<file path="config.mk">
export PLATFORM = sky130hd
export DESIGN_NAME = irq_sysreg_ctrl
export DESIGN_NICKNAME = d
export VERILOG_FILES = /design/src/rtl/irqc_pkg.sv /design/src/rtl/irqc_prio_enc.sv /design/src/rtl/irqc_take_ctl.sv /design/src/rtl/irqc_sysregs.sv /design/src/rtl/irq_sysreg_ctrl.sv
export SDC_FILE = /design/constraint.sdc
export NUM_CORES = 1
export LEC_CHECK = 0
export ABC_AREA = 1
export BUFFER_PORTS_ARGS = -buffer_cell sky130_fd_sc_hd__clkbuf_2
export CAP_MARGIN = 20
export CORE_ASPECT_RATIO = 0.5
export CORE_MARGIN = 3
export CORE_UTILIZATION = 49
export DETAILED_ROUTE_END_ITERATION = 6
export PLACE_DENSITY = 0.86
export SLEW_MARGIN = 5
export SYNTH_ARGS = -nofsm -noshare
export SYNTH_HDL_FRONTEND = slang
export SYNTH_SLANG_ARGS = --single-unit
</file>
<file path="constraint.sdc">
create_clock -name clk -period 1.75 [get_ports clk]
set_input_delay 0.35 -clock clk [delete_from_list [all_inputs] [get_ports clk]]
set_output_delay 0.35 -clock clk [all_outputs]
set_load 0.01 [all_outputs]
</file>
<file path="src/rtl/irqc_pkg.sv">
package irqc_pkg;
   // system register numbers
   localparam int unsigned SR_CTRL    = 0;
   localparam int unsigned SR_HANDLER = 1;
   localparam int unsigned SR_RETADDR = 2;
   localparam int unsigned SR_CAUSE   = 3;
   localparam int unsigned SR_COUNT   = 4;

   // control/status bit positions
   localparam int unsigned CTRL_EN_BIT    = 0;
   localparam int unsigned CTRL_OLDEN_BIT = 1;

   // system instruction encodings consumed by the decoder
   localparam logic [5:0] OPC_SYSTEM   = 6'o70;
   localparam logic [5:0] SUBOP_RETURN = 6'd1;
   localparam logic [5:0] SUBOP_READ   = 6'd2;
   localparam logic [5:0] SUBOP_WRITE  = 6'd3;

   typedef struct packed {
      logic old_en;
      logic en;
   } ctrl_t;
endpackage

</file>
<file path="src/rtl/irqc_prio_enc.sv">
module irqc_prio_enc #(
   parameter int unsigned NUM_SRC = 3,
   parameter int unsigned CAUSE_W = 4
) (
   input  logic [NUM_SRC-1:0] req,
   output logic               req_any,
   output logic [CAUSE_W-1:0] cause
);
   localparam logic [CAUSE_W-1:0] IDLE_CAUSE = '1;

   logic [CAUSE_W-1:0] chain [NUM_SRC+1];

   assign chain[NUM_SRC] = IDLE_CAUSE;

   // lower index overrides higher index: source 0 wins
   for (genvar g = 0; g < NUM_SRC; g++) begin : g_stage
      assign chain[g] = req[g] ? CAUSE_W'(g + 1) : chain[g+1];
   end

   assign cause   = chain[0];
   assign req_any = |req;
endmodule

</file>
<file path="src/rtl/irqc_take_ctl.sv">
module irqc_take_ctl #(
   parameter int unsigned DW = 32
) (
   input  logic          rst,
   input  logic          slot_valid,
   input  logic          en,
   input  logic          req_any,
   input  logic          reti,
   input  logic          ctrl_wr,
   input  logic [DW-1:0] handler_addr,
   input  logic [DW-1:0] ret_addr,
   output logic          take,
   output logic          redir_valid,
   output logic [DW-1:0] redir_addr
);
   logic eligible;

   assign eligible = !rst && slot_valid && en && req_any;
   // software ownership of the control word and a return both defer the take
   assign take     = eligible && !reti && !ctrl_wr;

   always_comb begin
      redir_valid = 1'b0;
      redir_addr  = '0;
      if (take) begin
         redir_valid = 1'b1;
         redir_addr  = handler_addr;
      end else if (reti && !rst) begin
         redir_valid = 1'b1;
         redir_addr  = ret_addr;
      end
   end
endmodule

</file>
<file path="src/rtl/irqc_sysregs.sv">
module irqc_sysregs
   import irqc_pkg::*;
#(
   parameter int unsigned DW      = 32,
   parameter int unsigned IDX_W   = 5,
   parameter int unsigned CAUSE_W = 4
) (
   input  logic               clk,
   input  logic               rst,
   input  logic               wr_en,
   input  logic [IDX_W-1:0]   wr_idx,
   input  logic [DW-1:0]      wr_data,
   input  logic [IDX_W-1:0]   rd_idx,
   output logic [DW-1:0]      rd_data,
   input  logic               take,
   input  logic               reti,
   input  logic [DW-1:0]      next_pc,
   input  logic [CAUSE_W-1:0] cause,
   output ctrl_t              ctrl,
   output logic [DW-1:0]      handler_addr,
   output logic [DW-1:0]      ret_addr,
   output logic [CAUSE_W-1:0] dev_num
);
   logic [SR_COUNT-1:0] wr_sel;

   for (genvar g = 0; g < SR_COUNT; g++) begin : g_wsel
      assign wr_sel[g] = wr_en && (wr_idx == IDX_W'(g));
   end

   ctrl_t              ctrl_q;
   logic [DW-1:0]      hnd_q;
   logic [DW-1:0]      ret_q;
   logic [CAUSE_W-1:0] num_q;

   always_ff @(posedge clk) begin
      if (rst) begin
         ctrl_q <= '0;
      end else if (wr_sel[SR_CTRL]) begin
         ctrl_q.en     <= wr_data[CTRL_EN_BIT];
         ctrl_q.old_en <= wr_data[CTRL_OLDEN_BIT];
      end else if (take) begin
         ctrl_q.old_en <= ctrl_q.en;
         ctrl_q.en     <= 1'b0;
      end else if (reti) begin
         ctrl_q.en <= ctrl_q.old_en;
      end
   end

   always_ff @(posedge clk) begin
      if (rst) begin
         hnd_q <= '0;
      end else if (wr_sel[SR_HANDLER]) begin
         hnd_q <= wr_data;
      end
   end

   always_ff @(posedge clk) begin
      if (rst) begin
         ret_q <= '0;
      end else if (take) begin
         ret_q <= next_pc;
      end else if (wr_sel[SR_RETADDR]) begin
         ret_q <= wr_data;
      end
   end

   always_ff @(posedge clk) begin
      if (rst) begin
         num_q <= '0;
      end else if (take) begin
         num_q <= cause;
      end else if (wr_sel[SR_CAUSE]) begin
         num_q <= wr_data[CAUSE_W-1:0];
      end
   end

   always_comb begin
      rd_data = '0;
      if (rd_idx == IDX_W'(SR_CTRL)) begin
         rd_data = {{(DW-2){1'b0}}, ctrl_q.old_en, ctrl_q.en};
      end else if (rd_idx == IDX_W'(SR_HANDLER)) begin
         rd_data = hnd_q;
      end else if (rd_idx == IDX_W'(SR_RETADDR)) begin
         rd_data = ret_q;
      end else if (rd_idx == IDX_W'(SR_CAUSE)) begin
         rd_data = {{(DW-CAUSE_W){1'b0}}, num_q};
      end
   end

   assign ctrl         = ctrl_q;
   assign handler_addr = hnd_q;
   assign ret_addr     = ret_q;
   assign dev_num      = num_q;
endmodule

</file>
<file path="src/rtl/irq_sysreg_ctrl.sv">
module irq_sysreg_ctrl
   import irqc_pkg::*;
#(
   parameter int unsigned DW      = 32,
   parameter int unsigned NUM_DEV = 3,
   parameter int unsigned IDX_W   = 5,
   parameter int unsigned CAUSE_W = 4
) (
   input  logic               clk,
   input  logic               rst,
   input  logic [NUM_DEV-1:0] dev_req,
   input  logic               slot_valid,
   input  logic [DW-1:0]      next_pc,
   input  logic [IDX_W-1:0]   sr_rd_idx,
   output logic [DW-1:0]      sr_rd_data,
   input  logic               sr_wr_en,
   input  logic [IDX_W-1:0]   sr_wr_idx,
   input  logic [DW-1:0]      sr_wr_data,
   input  logic               reti,
   output logic               irq_taken,
   output logic               redirect_valid,
   output logic [DW-1:0]      redirect_addr
);
   localparam int unsigned MAX_DEV = (1 << CAUSE_W) - 2;

   if (NUM_DEV < 1 || NUM_DEV > MAX_DEV) begin : g_bad_dev
      $error("NUM_DEV must leave the all-ones cause free");
   end
   if (DW < CAUSE_W || DW < 2) begin : g_bad_dw
      $error("DW too narrow for the system registers");
   end
   if ((1 << IDX_W) < SR_COUNT) begin : g_bad_idx
      $error("IDX_W cannot address all system registers");
   end

   logic               req_any;
   logic [CAUSE_W-1:0] cause_w;
   ctrl_t              ctrl_w;
   logic [DW-1:0]      hnd_w;
   logic [DW-1:0]      ret_w;
   logic [CAUSE_W-1:0] num_w;
   logic               ctrl_wr;
   logic               take_w;
   logic               cur_en;
   logic               cur_old_en;

   assign ctrl_wr    = sr_wr_en && (sr_wr_idx == IDX_W'(SR_CTRL));
   assign cur_en     = ctrl_w.en;
   assign cur_old_en = ctrl_w.old_en;

   irqc_prio_enc #(
      .NUM_SRC (NUM_DEV),
      .CAUSE_W (CAUSE_W)
   ) enc_i (
      .req     (dev_req),
      .req_any (req_any),
      .cause   (cause_w)
   );

   irqc_take_ctl #(
      .DW (DW)
   ) take_i (
      .rst          (rst),
      .slot_valid   (slot_valid),
      .en           (cur_en),
      .req_any      (req_any),
      .reti         (reti),
      .ctrl_wr      (ctrl_wr),
      .handler_addr (hnd_w),
      .ret_addr     (ret_w),
      .take         (take_w),
      .redir_valid  (redirect_valid),
      .redir_addr   (redirect_addr)
   );

   irqc_sysregs #(
      .DW      (DW),
      .IDX_W   (IDX_W),
      .CAUSE_W (CAUSE_W)
   ) regs_i (
      .clk          (clk),
      .rst          (rst),
      .wr_en        (sr_wr_en),
      .wr_idx       (sr_wr_idx),
      .wr_data      (sr_wr_data),
      .rd_idx       (sr_rd_idx),
      .rd_data      (sr_rd_data),
      .take         (take_w),
      .reti         (reti),
      .next_pc      (next_pc),
      .cause        (cause_w),
      .ctrl         (ctrl_w),
      .handler_addr (hnd_w),
      .ret_addr     (ret_w),
      .dev_num      (num_w)
   );

   assign irq_taken = take_w;
endmodule

</file>
# Word level (Yosys, flattened, before mapping)
# Cells that the tools add are included.
# Widths: inputs -> output; s select.
dict set report totals {
  register_bits 70
  latch_bits 0
  mem_bits_rw 0
  mem_bits_ro 0
  input_bits 82
  output_inout_bits 66
  wordCells 50
  n_memories 0
}
dict set report op_classes {
  n_addsub 0
  n_mul 0
  n_div 0
  magnitude_cmp 0
  n_eq_ne 6
  shifts 0
  mux 19
  bitwise 0
  reduce_logical 20
}
# operator n
set ops {}
lappend ops {{$mux 32} 7}
lappend ops {{$mux 4} 6}
lappend ops {{$eq 5x2->1 const B} 4}
lappend ops {{$eq 5x1->1 const B} 2}
lappend ops {{$logic_and 1x1->1} 10}
lappend ops {{$logic_not 5->1} 2}
lappend ops {{$reduce_bool 2->1} 3}
lappend ops {{$mux 1} 5}
lappend ops {{$logic_not 1->1} 3}
lappend ops {{$reduce_bool 3->1} 1}
lappend ops {{$reduce_or 3->1} 1}
lappend ops {{$mux 2} 1}

# Depth between registers and ports, before layout
dict set report depth {
  depth_word 8
  ltp_mapped 10
  mapped_depth_nobuf 10
}

# By module
# A second synthesis with hierarchy kept.
dict set report unflattened {
  hier_cells 675
  area_unflattened_um2 4398.0
}
# module n_inst cells_per_inst area_each_um2
set by_module_without_submodules {}
lappend by_module_without_submodules {irqc_sysregs 1 546 3589.7}
lappend by_module_without_submodules {irqc_take_ctl 1 115 744.5}
lappend by_module_without_submodules {irqc_prio_enc 1 8 38.8}
lappend by_module_without_submodules {irq_sysreg_ctrl 1 6 25.0}

# Worst setup path after synthesis
# OpenSTA, ideal clock, no wires.
dict set report synth_path {
  kind {input-to-output}
  startpoint {input port rst}
  endpoint {output port redirect_addr[22]}
  arrival_ns 1.237
  t_required_ns 1.400
  setup_slack_ns 0.163
  stages 8
  cell_sequence {nor2_1 > nand2_1 > nor2_4 > nand2_4 > inv_2 > buf_6 > nand2_1 > o21ai_0}
}
dict set report synth_between {
  elab_chain_len 7
  elab_cells_between_ends 9
}
# item line
set synth_rtl {}
lappend synth_rtl {{start: declaration} irq_sysreg_ctrl.sv:10} ;# input logic rst,
lappend synth_rtl {{$logic_not 1->1} irqc_take_ctl.sv:18} ;# assign eligible = !rst && slot_valid && en && req_any;
lappend synth_rtl {{$logic_and 1x1->1 (3 in series)} irqc_take_ctl.sv:18}
lappend synth_rtl {{$logic_and 1x1->1 (2 in series)} irqc_take_ctl.sv:20} ;# assign take = eligible && !reti && !ctrl_wr;
lappend synth_rtl {{via irq_taken} irq_sysreg_ctrl.sv:20} ;# output logic irq_taken,
lappend synth_rtl {{$mux 32} irqc_take_ctl.sv:25} ;# if (take) begin
lappend synth_rtl {{end: declaration} irq_sysreg_ctrl.sv:22} ;# output logic [DW-1:0] redirect_addr
# The timed path passes the listed nets, and every way through them passes these cells.

# Worst setup path after layout
dict set report layout_path {
  startpoint {register, netlist name regs_i.ctrl[0]}
  endpoint {output port redirect_addr[1]}
}
dict set report layout_between {
  elab_chain_len 5
}
# item line
set layout_rtl {}
lappend layout_rtl {{$logic_and 1x1->1 (2 in series)} irqc_take_ctl.sv:18}
lappend layout_rtl {{$logic_and 1x1->1 (2 in series)} irqc_take_ctl.sv:20}
lappend layout_rtl {{$mux 32} irqc_take_ctl.sv:25}
# No other way between the ends.

==> summary.md <==
| Metric | Value |
|---|---|
| Status | `finished, violations left` |
| Violated checks | `setup timing` |
| Period utilization | `115%` |
| Post-synthesis cell type count | `25` |
| Multi-input logic area | `2240 µm²` |
| Fillers | `512` |
| Setup Total Neg Slack | `-6.69 ns` |
| TritonCTS clock tree | `done` |
| Clock sink total | `70` |
| Hold Fails Final Rpt | `0` |
| Ys Warns | `0` |
| Slack of the critical path | `-0.259 ns` |
| First-pass iteration count of the detailed router | `5` |
| Drc violations | `0` |
| FP Rows | `21` |
| Max clock buf depth | `2` |
| DIE WIDTH | `129 µm` |
| DIE AREA | `8740 µm²` |
| Worst skew pair latency | `0.34 ns` |
| Max-cap viol count | `0` |
| Drt wl/cell | `15.8 µm` |
| RSZ-0062 raised after global routing | `yes` |
| Port bufs | `147` |
| CTS buffer count | `9` |
| Root buffer cell | `clkbuf_16` |
| DRT iter0 DRCs | `392` |
| Mapped Area | `3720 µm²` |
| CP Max Fanout | `5` |
| Post-Synthesis Cells | `592` |
| Kind of critical path | `reg2out` |
| Vias per cell | `5.47` |
| Routed Antenna Nets | `0` |
| Largest net degree at the start of global routing | `69` |
| Synth top area cells | `dfxtp_1 38%, o21ai_0 20%, nor2_1 12%, nand2_1 9.7%, inv_1 5.6%` |
| Maximum VDD drop | `542 µV` |
| Sequential-to-total area share from yosys stat | `37.6%` |
| Top cell type's share of synthesized area | `37.6%` |
| Antenna violations before repair | `0` |
| Final Setup Violations | `33` |
| Avg Inst Size Synth | `6.29 µm²` |
| Arrival @ worst endpoint | `1.66 ns` |
| Die Span Y | `67.6 µm` |
| Worst min path class | `in2reg` |
| Antenna diode count | `0` |
| Commonest non-fill, non-tap cell in the layout | `nor2_1` |
| P per Cell Area | `708 nW/µm²` |
| # IOs | `148` |
| Max Clk Rate | `0.498 GHz` |
| Total gr overflow | `0` |
| Yosys reg bits | `70` |
| Placer Congestion | `0.855` |
| Final wirelength | `13400 µm` |
| FF/Latch Area | `1400 µm²` |
| Crit start category | `flip-flop` |
| Core ar. | `7020 µm²` |
| Total GRT Usage | `28.4%` |
| Post-Route Utilization | `79.0%` |
| Vias | `4641` |
| Worst Path Required | `1.40 ns` |
| Initial Util | `53.1%` |
| First-pass GRT wire length | `19400 µm` |
| Slew @ Worst Pin | `0.607 ns` |
| Area grow syn2layout | `48.8%` |
| Synth Net Count | `674` |
| Clk_skew | `0.00621 ns` |
| Period minus WS final | `2.01 ns` |
| CP endpoint kind | `output pin` |
| Share of layout cells above drive strength 1 | `39.3%` |
| HPWL Detailed | `7830 µm` |
| Rel. slew slack | `59.6%` |
| Vias in the first global route | `4224` |
| Worst-path clk slew | `0.05 ns` |
| Hold-fix buffers, CTS | `0` |
| Max Transition Viols Final | `0` |
| Leakage power | `0.00277 µW` |
| Htree depth | `3` |
| Nets | `834` |
| Leading cell types in the layout, fill and taps excluded | `113 x nor2_1, 92 x o21ai_0, 84 x clkbuf_2` |
| Yosys top cell by area | `dfxtp_1` |
per-stage QoR:
step	cell area [µm²]	setup WS (ns)	hold WS (ns)	power [µW]	instances
after floorplan	3720	0.163	0.419	1820	592
after global placement	4640	-0.0460	0.448	1980	818
after detailed placement	4640	-0.0776	0.456	1990	818
after CTS	5210	-0.221	0.253	3890	843
after global routing	5540	-0.326	0.267	4040	848
final	5540	-0.259	0.258	3920	848
routing by layer:
layer | GRT usage [%] | wire [µm]
met1 | 33.9 | 5310
met2 | 50.1 | 6610
met3 | 7.66 | 1050
met4 | 9.82 | 427
met5 | 0 | 0
Yosys cell counts (all sizes together):
cell type and number:
nand3b 1, nor4 1, buf 18, o2111ai 1, nand4 1, nand2 100, inv 59, o21ai 153
a21oi 31, o221ai 2, clkbuf 20, o22ai 1, nor2 118, nand3 15, nor3 1, dfxtp 70
cell type report:
class | count | area share, %
multi-input combinational | 425 | 40.4
sequential | 70 | 25.3
timing repair buffer | 187 | 22.5
inverter | 59 | 4.22
clock buffer | 10 | 4.13
tap | 92 | 2.08
clock inverter | 5 | 1.36
critical path, cell delays in order (launching register included):
cell	delay, ns
dfxtp_2	0.33
nand2_1	0.05
inv_1	0.06
nand2_2	0.06
nor2_4	0.14
nand2_4	0.09
inv_8	0.07
buf_6	0.12
clkbuf_16	0.15
nand2_2	0.05
o21ai_2	0.06
buf_2	0.15
cell families after synthesis:
kind of cell	Yosys count	share of synthesized area [%]
AND/OR/NAND/NOR	237	25.5
AO/OA/AOI/OAI	188	25.6
buffers and inverters	97	11.2
flip-flops	70	37.6
power by group:
part	switching (µW)	internal, µW
Clock	671	1230
Sequential	18.0	1620
Combinational	216	162
Total	906	3020
repair_timing:
action,CTS,global route
gates cloned,4,3
endpoints found under the setup margin,65,65
resized for setup,68,164
pin swaps,2,6
setup buffers,7,3
state kept, by name, indices dropped and copies added (netlist names):
| name | count |
|---|---|
| regs_i.dev_num | 4 |
| regs_i.ret_addr | 32 |
| regs_i.handler_addr | 32 |
| regs_i.ctrl | 2 |
worst paths after layout:
| kind | depth (start not counted) | end | slack (ns) | start |
|---|---|---|---|---|
| setup / recovery | 11 | redirect_addr[1] | -0.26 | regs_i.ctrl[0]$_SDFFE_PP0P_ |
| hold reg to reg | 2 | regs_i.dev_num[3]$_SDFFE_PP0P_ | 0.46 | regs_i.dev_num[3]$_SDFFE_PP0P_ |
| hold / removal | 3 | regs_i.ret_addr[22]$_SDFFE_PP0P_ | 0.26 | sr_wr_data[22] |
| setup reg to reg | 10 | regs_i.ret_addr[30]$_SDFFE_PP0P_ | 0.25 | regs_i.ctrl[0]$_SDFFE_PP0P_ |
Note: power is estimated with default switching activity, not from simulation.
